--- config.mk ---
export PLATFORM = sky130hd
export DESIGN_NAME = tick_wdog_irq
export DESIGN_NICKNAME = d
export VERILOG_FILES = /design/src/rtl/tick_wdog_irq.sv
export SDC_FILE = /design/constraint.sdc
export NUM_CORES = 1
export LEC_CHECK = 0
export BUFFER_PORTS_ARGS = -buffer_cell sky130_fd_sc_hd__buf_4
export CORE_UTILIZATION = 37
export CTS_BUF_LIST = sky130_fd_sc_hd__clkbuf_2 sky130_fd_sc_hd__clkbuf_4 sky130_fd_sc_hd__clkbuf_8
export DETAILED_ROUTE_END_ITERATION = 6
export PLACE_DENSITY = 0.92
export SLEW_MARGIN = 20
export SYNTH_ARGS = -nofsm -noshare
export SYNTH_HDL_FRONTEND = slang
export SYNTH_SLANG_ARGS = --single-unit
--- constraint.sdc ---
create_clock -name clk -period 1.7 [get_ports clk]
set_clock_uncertainty 0.15 [all_clocks]
set_input_delay 0.085 -clock clk [delete_from_list [all_inputs] [get_ports clk]]
set_output_delay 0.085 -clock clk [all_outputs]
set_load 0.005 [all_outputs]
--- src/rtl/tick_wdog_irq.sv ---
module tick_wdog_irq #(
  parameter int DIV      = 512,
  parameter int AW       = 8,
  parameter int DW       = 32,
  parameter int EOI_ADDR = 12
) (
  input  logic          clk,
  input  logic          rst_n,
  input  logic          slow_ce,
  input  logic          test_bypass,
  input  logic          bus_wr,
  input  logic [AW-1:0] bus_addr,
  input  logic [DW-1:0] bus_wdata,
  output logic          tick_irq,
  output logic          wdog_irq
);
  localparam int CW = (DIV > 1) ? $clog2(DIV) : 1;
  localparam logic [CW-1:0] LAST = CW'(DIV - 1);

  logic [CW-1:0] cnt;
  logic          tick_ev;
  logic          eoi;
  logic          unused_wdata;

  assign unused_wdata = ^bus_wdata;
  assign tick_ev = slow_ce && (test_bypass || cnt == LAST);
  assign eoi     = bus_wr && (bus_addr == AW'(EOI_ADDR));

  always_ff @(posedge clk) begin
    if (!rst_n)
      cnt <= '0;
    else if (slow_ce)
      cnt <= (test_bypass || cnt == LAST) ? '0 : cnt + 1'b1;
  end

  always_ff @(posedge clk) begin
    if (!rst_n) begin
      tick_irq <= 1'b0;
      wdog_irq <= 1'b0;
    end else begin
      if (tick_ev)       tick_irq <= 1'b1;
      else if (eoi)      tick_irq <= 1'b0;
      if (tick_ev && tick_irq) wdog_irq <= 1'b1;
      else if (eoi)            wdog_irq <= 1'b0;
    end
  end
endmodule

Word level (Yosys, flattened, before mapping)
Cells that the tools add are included.
{"block": "word_totals", "elab_cells": 16, "reg_bits": 11}
{"block": "op_classes", "mux": 4, "n_reduce_logical": 6, "add_sub_neg": 1, "n_eq_ne": 2}
{"operator": "$add A9 B1 Y9 const B", "count": 1}
{"operator": "$eq A9 B9 Y1 const B", "count": 1}
{"operator": "$mux W9", "count": 1}
{"operator": "$eq A8 B4 Y1 const B", "count": 1}
{"operator": "$reduce_bool A2 Y1", "count": 2}
{"operator": "$logic_and A1 B1 Y1", "count": 3}
{"operator": "$mux W1", "count": 3}
{"operator": "$logic_or A1 B1 Y1", "count": 1}

Depth between registers and ports, before layout
Gate-level depths: netlist of the first run.
{"block": "depth", "word_depth": 5, "ltp_mapped": 7}

Worst setup path after synthesis of the first run
Ideal clock, no wire load.
{"block": "synth_path", "path_type": "reg2reg", "start": "register cnt[0]", "end": "register cnt[5]", "setup_slack_ps": 124, "period_less_slack_ps": 1576, "path_stages_with_launch": 8, "arrival_time_ps": 1355, "path_buffers": 0, "setup_time_ps": 71, "cell_sequence": "dfxtp_1 ha_1 nand3_1 nor2_1 ha_1 o21ai_0 nand2_1 a21oi_1"}
{"block": "synth_via", "elab_chain_len": 3, "elab_cells_between_ends": 4, "classes_between": "1 x add/sub; 1 x eq/ne; 1 x mux; 1 x reduce/logical"}
{"element": "start, declared", "line": "20", "rtl": "logic [CW-1:0] cnt;"}
{"element": "start signal, assigned", "line": "33", "rtl": "cnt <= (test_bypass || cnt == LAST) ? '0 : cnt + 1'b1;"}
{"element": "parallel branches: the longest is 2 deep, another holds $add A9 B1 Y9"}
{"element": "$mux W9 *", "line": "33"}
Mark *: on every way between the ends.
A chain may end at the register's enable or synchronous reset.

Worst setup path in the final report of the first run
{"block": "layout_path", "start": "register cnt[0]", "end": "register wdog_irq"}
{"block": "layout_via", "elab_chain_len": 5, "elab_cells_between_ends": 6, "classes_between": "1 x eq/ne; 1 x mux; 4 x reduce/logical"}
{"element": "$eq A9 B9 Y1 *", "line": "26", "rtl": "assign tick_ev = slow_ce && (test_bypass || cnt == LAST);"}
{"element": "$logic_or A1 B1 Y1 *", "line": "26"}
{"element": "$logic_and A1 B1 Y1 *", "line": "26"}
{"element": "$logic_and A1 B1 Y1 *", "line": "43", "rtl": "if (tick_ev && tick_irq) wdog_irq <= 1'b1;"}
{"element": "$mux W1 / $reduce_bool A2 Y1 (equally long branches)"}
{"element": "end signal, assigned", "line": "39", "rtl": "wdog_irq <= 1'b0;"}
{"element": "end signal, assigned", "line": "43"}
{"element": "end signal, assigned", "line": "44", "rtl": "else if (eoi) wdog_irq <= 1'b0;"}
{"element": "end, declared", "line": "15", "rtl": "output logic wdog_irq"}
Every way passes the cells marked *; elsewhere a longest branch is shown, timed or not.

==> flow_summary.json, run 1 <==
{
  "grt_max_degree": 10,
  "initial_core_util_pct": 39.4,
  "r2r_start": "cnt[0]",
  "synth.most_common_cell": "dfxtp_1",
  "synth_cells": 56,
  "core_area_um2": 1300,
  "fmax_ghz": 0.591,
  "die_h_um": 39.2,
  "cts_buffer_depth": 2,
  "worstPathMaxFanout": 3,
  "overflow": 0,
  "cp-startpoint": "cnt[0]",
  "h-tree-depth": 1,
  "power_leakage_nw": 0.304,
  "total_power_uw": 530,
  "synth_area_leader_cell": "dfxtp_1",
  "worst_slew_pin_slew_ns": 0.342,
  "grtUsageTotal_pct": 16.9,
  "postSynthAreaPerCell_um2": 9.16,
  "dieArea_um2": 1540,
  "drtPass1Iterations": 4,
  "ant_nets": 0,
  "grt_pass1_vias": 460,
  "synthTopCellsByArea": "dfxtp_1, nor2_1, xor2_1",
  "synth_edf_count": 0,
  "synth_nets": 103,
  "cap_violations": 0,
  "diodes": 0,
  "nets": 128,
  "yosysUniqueCellTypes": 21,
  "period_share_pct": 99.6,
  "area_growth_pct": 46.1,
  "ys_async_sr_fraction_pct": 0,
  "die_w_um": 39.2,
  "worstPathRequired_ns": 1.73,
  "gp_congestion": 0.746,
  "cts_tree": "done",
  "seq_area_frac_synth_pct": 42.9,
  "synthTopCellsByCount": "dfxtp_1, nor2_1, o21ai_0, a21oi_1, nand2_1",
  "drc_errors": 0,
  "numCtsBuffers": 3,
  "stdcell_area_um2": 749,
  "critPathKind": "flip-flop to flip-flop",
  "synth_area_um2": 513,
  "clock_sinks": 11,
  "worst_slack_ns": 0.00757,
  "numPortBuffers": 14,
  "synth_top_area_share_pct": 42.9,
  "report.final.slew_viol_count": 0,
  "io_pins": 47,
  "grt_pass1_wl_um": 1730,
  "drive_gt1_share_pct": 45.0,
  "min_from": "slow_ce",
  "period_minus_slack_ns": 1.69,
  "final_util_pct": 57.6,
  "r2r_cells": 7,
  "cp.arrival_ns": 1.72,
  "p_per_area_nw_per_um2": 707,
  "setup_viol": 0,
  "placed_area_um2": 659,
  "pre_cts_slack_ns": -0.0211,
  "hold_path_depth": 3,
  "clockRootBuffer": "clkbuf_4",
  "ys_ff_latch": 11,
  "end_kind": "flip-flop",
  "slew_headroom_pct": 77.1,
  "yosys_warnings": 0,
  "drt-initial-drc-count": 17,
  "via_per_inst": 5.61,
  "antenna_found_initial": 0,
  "rows": 13,
  "finalSetupTns_ns": 0,
  "path_clk_slew_ns": 0.07,
  "vias": 533,
  "hold_viol": 0,
  "dp_hpwl_um": 940,
  "synth_ff_type": "dfxtp_1",
  "status": "finished clean",
  "wire_per_inst_um": 14.6,
  "worst_setup_path_start_kind": "flip-flop",
  "vdd_drop_max_mv": 0.510,
  "routed_wl_um": 1390,
  "insertion_delay_ns": 0.26,
  "hp-class": "input port to flip-flop"
}
-- worst max-delay path, cell delays in order, from the launching register on --
cell      delay (ns)
dfxtp_2         0.35
ha_4            0.14
nand3_2         0.09
nor2_2          0.15
ha_2            0.19
o21a_1          0.16
nand2_1         0.09
a311oi_2        0.27
-- power breakdown --
group	leakage [nW]	internal (mW)	switching [mW]	total, mW
combinational	0.195	0.0382	0.0278	0.0660
clock	0.0184	0.107	0.0874	0.194
sequential	0.0905	0.264	0.00587	0.270
total	0.304	0.409	0.121	0.530
-- final timing paths --
path               to  slack [ns]
max reg2reg  wdog_irq       0.008
min            cnt[1]        0.02
min reg2reg    cnt[6]        0.34
max          wdog_irq       0.008
-- placed cells by master, fill, tap and decap left out, types with 3 or more instances in the layout --
cell      synthesis  layout
xor2_1            3       3
dfxtp_2           0       3
clkbuf_4          0       4
a21oi_1           4       4
nand2_1           4       3
nor2_1            7       6
or3_1             3       3
buf_4             1      20
dfxtp_1          11       8
o21ai_0           5       4
-- sequential cells by signal (all words and copies together), names as in the netlist --
signal / flops
cnt: 9
tick_irq: 1
wdog_irq: 1
-- cell type report --
cell class	count	area [um2]
Sequential cell	11	224
Fill cell	107	552
Timing Repair Buffer	21	160
Clock buffer	4	30.0
Inverter	1	3.75
Multi-Input combinational cell	43	313
Tap cell	15	18.8
-- kinds of logic after synthesis --
family                   synth area share (%)
AND/OR/NAND/NOR                          26.1
AO/OA/AOI/OAI                            13.2
flip-flops                               42.9
XOR/XNOR                                 6.83
buffers and inverters                    2.19
multiplexers                             3.90
adder cells (fa/ha/maj)                  4.88
-- metal layers --
metal / GRT usage, % / vias up / routed length (um) / share of wire [%]
met1: 16.4 / 241 / 522 / 38
met4: 6.03 / 0 / 38 / 2.7
met3: 5.20 / 10 / 90 / 6.5
met5: 0 / - / 0 / 0
met2: 32.5 / 32 / 739 / 53
li1: - / 250 / - / -
-- timing repair --
item / 4_1_cts / 5_1_grt
hold buffers: 1 / 0
setup endpoints to repair: 4 / 10
gates cloned: 0 / 0
setup buffers: 0 / 2
gates resized for setup: 1 / 10
pin swaps: 0 / 5
hold endpoints to repair: 2 / 0
-- metrics by stage --
step	cells	hold slack, ns
3_5_place_dp	88	0.199
6_report	95	0.0189
2_1_floorplan	56	0.0472
4_1_cts	93	0.00192
5_1_grt	95	0.0282
3_3_place_gp	88	0.182
Power figures use the tool's default switching activity.
==> run 2: changes to the inputs <==
==> constraint.sdc (replaced) <==
create_clock -name clk -period 1.7 [get_ports clk]
set_clock_uncertainty 0.15 [all_clocks]
set_input_delay 0.17 -clock clk [delete_from_list [all_inputs] [get_ports clk]]
set_output_delay 0.17 -clock clk [all_outputs]
set_load 0.005 [all_outputs]
==> flow_summary.json, run 2 (synthesis results as in run 1) <==
{
  "status": "finished clean",
  "routed_wl_um": 1380,
  "slew_headroom_pct": 77.7,
  "stdcell_area_um2": 739,
  "wire_per_inst_um": 14.7,
  "placed_area_um2": 659,
  "worstPathRequired_ns": 1.73,
  "h-tree-depth": 1,
  "core_area_um2": 1300,
  "vias": 518,
  "drc_errors": 0,
  "worst_setup_path_start_kind": "flip-flop",
  "grt_pass1_vias": 443,
  "cp_slowest_cell": "dfxtp_2",
  "timing.hold.ws_ns": 0.0551,
  "final_common_cell": "buf_4",
  "hp-class": "input port to flip-flop",
  "report.final.slew_viol_count": 0,
  "io_pins": 47,
  "cp.arrival_ns": 1.72,
  "drive_gt1_share_pct": 45.6,
  "die_w_um": 39.2,
  "overflow": 0,
  "hold_viol": 0,
  "diodes": 0,
  "worst-path-buf-inv": 0,
  "end_kind": "flip-flop",
  "cts_buffer_depth": 2,
  "placed_cells": 88,
  "clock_sinks": 11,
  "grt_max_degree": 10,
  "ff_latch_area_um2": 224,
  "grtUsageTotal_pct": 16.0,
  "regMostFlops": "cnt",
  "setup_viol": 0,
  "cap_violations": 0,
  "final_util_pct": 56.8,
  "grt_pass1_wl_um": 1670,
  "top_regs": "cnt (9), tick_irq (1), wdog_irq (1)",
  "worstPathMaxFanout": 3,
  "stdcell_count": 94,
  "insertion_delay_ns": 0.27,
  "area_growth_pct": 44.1,
  "drtPass1Iterations": 4,
  "die_h_um": 39.2,
  "path_clk_slew_ns": 0.07,
  "critPathKind": "flip-flop to flip-flop",
  "period_share_pct": 99.1,
  "worst_slack_ns": 0.0156,
  "clockRootBuffer": "clkbuf_4",
  "period_minus_slack_ns": 1.68,
  "ant_nets": 0,
  "pre_cts_slack_ns": -0.0211,
  "dp_hpwl_um": 940,
  "power_leakage_nw": 0.300,
  "numCtsBuffers": 3,
  "mostFrequentLayoutCells": "buf_4, dfxtp_1, nor2_1",
  "antenna_found_initial": 0,
  "largest_reg_flops": 9,
  "cp_top_family": "compound AO/OA/AOI/OAI gates",
  "via_per_inst": 5.51,
  "vdd_drop_max_mv": 0.440,
  "initial_core_util_pct": 39.4,
  "p_per_area_nw_per_um2": 721,
  "dieArea_um2": 1540,
  "hold_buffers": 0,
  "rows": 13,
  "cts_tree": "done",
  "fill_cells": 115,
  "drt-initial-drc-count": 15,
  "multi_input_area_um2": 313,
  "crit_path_cell_trace": "ha_4 -> nand3_2 -> nor2_2 -> ha_2 -> o21a_1 -> nand2_1 -> a311oi_2",
  "nets": 127,
  "numPortBuffers": 14,
  "gp_congestion": 0.746,
  "worst_slew_pin_slew_ns": 0.334,
  "fmax_ghz": 0.594,
  "critPathMaxStageDelay_ns": 0.37
}
## run 2: cell count changes in the layout (fill, tap and decap cells not counted)
cell / before / now
dlygate4sd3_1: 1 / 0
## run 2: routing by layer
metal / share of wire (%) / GRT usage, % / up-vias
li1: - / - / 251
met1: 38 / 15.3 / 230
met2: 55 / 33.8 / 29
met3: 4.1 / 3.47 / 8
met4: 2.9 / 2.59 / 0
met5: 0 / 0 / -
## run 2: final cells by class
class / count / share of cell area [%]
clock buffers: 4 / 4.06
multi-input cells: 43 / 42.3
repair buffers: 20 / 20.3
inverters: 1 / 0.508
flip-flops and latches: 11 / 30.3
well taps: 15 / 2.54
## run 2: metrics by stage
stage | power [mW] | TNS, ns
2_1_floorplan | 0.298 | 0
3_3_place_gp | 0.329 | 0
3_5_place_dp | 0.332 | -0.0344
4_1_cts | 0.520 | 0
5_1_grt | 0.548 | -0.0382
6_report | 0.533 | 0
## run 2: where the power goes
group	total, mW	internal, mW	leakage, nW	switching (mW)
sequential	0.271	0.264	0.0905	0.00689
clock	0.196	0.107	0.0184	0.0892
combinational	0.0663	0.0383	0.191	0.0281
total	0.533	0.409	0.300	0.124
## run 2: final timing paths
| kind | cells past startpoint | end | slack [ns] | startpoint |
|---|---|---|---|---|
| hold reg to reg | 2 | cnt[6] | 0.34 | cnt[6] |
| setup reg to reg | 7 | wdog_irq | 0.02 | cnt[0] |
| hold / removal | 3 | wdog_irq | 0.06 | rst_n |
| setup / recovery | 7 | wdog_irq | 0.02 | cnt[0] |
## run 2: timing repair
action | in CTS | in global routing
setup endpoints to repair | 4 | 10
cloned | 0 | 0
pin swaps | 0 | 5
gates resized for setup | 1 | 10
setup buffers | 0 | 2
hold endpoints to repair | 0 | 0
## run 2: worst register-to-register path, delay by kind of cell (launching register included)
family | cells | cell delay, ns
AOI/OAI and AO/OA | 2 | 0.43
DFF | 1 | 0.37
adders and majority gates | 2 | 0.33
and+or+nand+nor | 3 | 0.31
==> run 3: changes to the inputs <==
--- a/config.mk
+++ b/config.mk
@@ -7,8 +7,9 @@
 export LEC_CHECK = 0
 export BUFFER_PORTS_ARGS = -buffer_cell sky130_fd_sc_hd__buf_4
-export CORE_UTILIZATION = 37
+export CORE_UTILIZATION = 33
 export CTS_BUF_LIST = sky130_fd_sc_hd__clkbuf_2 sky130_fd_sc_hd__clkbuf_4 sky130_fd_sc_hd__clkbuf_8
 export DETAILED_ROUTE_END_ITERATION = 6
-export PLACE_DENSITY = 0.92
+export HOLD_SLACK_MARGIN = 0.03
+export PLACE_DENSITY = 0.88
 export SLEW_MARGIN = 20
 export SYNTH_ARGS = -nofsm -noshare
==> constraint.sdc (replaced) <==
create_clock -name clk -period 1.51 [get_ports clk]
set_clock_uncertainty 0.15 [all_clocks]
set_input_delay 0.302 -clock clk [delete_from_list [all_inputs] [get_ports clk]]
set_output_delay 0.302 -clock clk [all_outputs]
set_load 0.005 [all_outputs]
==> flow_summary.json, run 3 (synthesis results as in run 1) <==
{
  "clockRootBuffer": "clkbuf_4",
  "end_kind": "flip-flop",
  "dieArea_um2": 1720,
  "cp.arrival_ns": 1.58,
  "initial_core_util_pct": 37.5,
  "clock_sinks": 11,
  "final_util_pct": 56.9,
  "via_per_inst": 5.17,
  "vias": 517,
  "grt.busiest_layer": "met2",
  "h-tree-depth": 1,
  "critPathKind": "flip-flop to flip-flop",
  "slew_headroom_pct": 81.5,
  "worstPathMaxFanout": 3,
  "grt_max_degree": 10,
  "die_h_um": 41.4,
  "largest_reg_flops": 9,
  "cts_buffer_depth": 2,
  "cts_tree": "done",
  "period_minus_slack_ns": 1.54,
  "report.final.slew_viol_count": 0,
  "rows": 13,
  "wire_per_inst_um": 12.5,
  "antenna_found_initial": 0,
  "numPortBuffers": 14,
  "setup_viol": 1,
  "grtUsageTotal_pct": 15.2,
  "violations": "negative setup slack",
  "gr-usage-met2_pct": 24.7,
  "top_regs": "cnt (9), tick_irq (1), wdog_irq (1)",
  "finalSetupTns_ns": -0.0306,
  "ant_nets": 0,
  "core_area_um2": 1370,
  "cap_violations": 0,
  "grt_pass1_vias": 465,
  "numCtsBuffers": 3,
  "grt_util_met3_pct": 8.26,
  "gp_congestion": 0.804,
  "worst_setup_path_start_kind": "flip-flop",
  "p_per_area_nw_per_um2": 776,
  "area_growth_pct": 51.5,
  "hp-class": "input port to flip-flop",
  "fill_cells": 129,
  "grt_pass1_wl_um": 1900,
  "use_met1_pct": 15.9,
  "nets": 133,
  "path_clk_slew_ns": 0.07,
  "overflow": 0,
  "die_w_um": 41.4,
  "vdd_drop_max_mv": 0.452,
  "regMostFlops": "cnt",
  "dp_hpwl_um": 834,
  "power_leakage_nw": 0.330,
  "final_common_cell": "buf_4",
  "placed_area_um2": 694,
  "period_share_pct": 102,
  "worstPathRequired_ns": 1.55,
  "hold_viol": 0,
  "drc_errors": 0,
  "mostFrequentLayoutCells": "buf_4, dfxtp_1, nor2_1",
  "rsz0062_at_grt": "yes",
  "diodes": 0,
  "drtPass1Iterations": 4,
  "hold_buffers": 0,
  "io_pins": 47,
  "insertion_delay_ns": 0.28,
  "worst_slack_ns": -0.0306,
  "timing.hold.ws_ns": 0.140,
  "routed_wl_um": 1250,
  "worst_slew_pin_slew_ns": 0.278,
  "stdcell_area_um2": 777,
  "pre_cts_slack_ns": -0.0714,
  "drt-initial-drc-count": 17,
  "fmax_ghz": 0.649,
  "drive_gt1_share_pct": 47.1,
  "status": "finished with violations"
}
## run 3: changes by cell type in the layout (fill, tap and decap cells not counted)
cell and delta:
buf_4 +5, a311oi_2 -1, o21ai_2 +1, dfxtp_1 +1, dfxtp_2 -1, a311oi_1 +1
nand2_1 +1, o21ai_1 -1
## run 3: cell type report
type / count / area (um2) / share of cell area, %
Sequential cell: 11 / 223 / 28.7
Timing Repair Buffer: 25 / 188 / 24.2
Tap cell: 15 / 18.8 / 2.42
Clock buffer: 4 / 30.0 / 3.86
Multi-Input combinational cell: 44 / 314 / 40.4
Inverter: 1 / 3.75 / 0.483
## run 3: path summary, 6_finish.rpt
kind,start,end,slack [ns],depth (start not counted)
setup reg to reg,cnt[1],wdog_irq,-0.03,7
hold reg to reg,cnt[6],cnt[6],0.36,2
hold / removal,rst_n,wdog_irq,0.14,3
setup / recovery,cnt[1],wdog_irq,-0.03,7
## run 3: repair_timing
action	in CTS	in global routing
gates cloned	0	1
resized for setup	5	1
setup buffers	1	2
pin swaps	7	8
setup endpoints to repair	11	11
## run 3: report_power, final
| group | internal (mW) | switching [mW] |
|---|---|---|
| registers | 0.297 | 0.00554 |
| logic | 0.0466 | 0.0301 |
| clock network | 0.121 | 0.103 |
## run 3: through the flow
step	total power [mW]	cells
floorplan	0.336	56
global placement	0.374	92
detailed placement	0.377	92
CTS	0.604	97
global route	0.629	100
finish	0.603	100
## run 3: critical path, stage by stage, from the launching register on
cell and delay, ns:
dfxtp_2 0.35, ha_4 0.14, nand3_2 0.06, nor2_2 0.11, ha_2 0.19, o21a_1 0.17, a21oi_1 0.08, a311oi_1 0.20
## run 3: metal layers
metal  share of wire [%]  up-vias
met2                  52       18
met3                 5.3        2
li1                    -      264
met5                   0        -
met4                 1.0        0
met1                  41      233
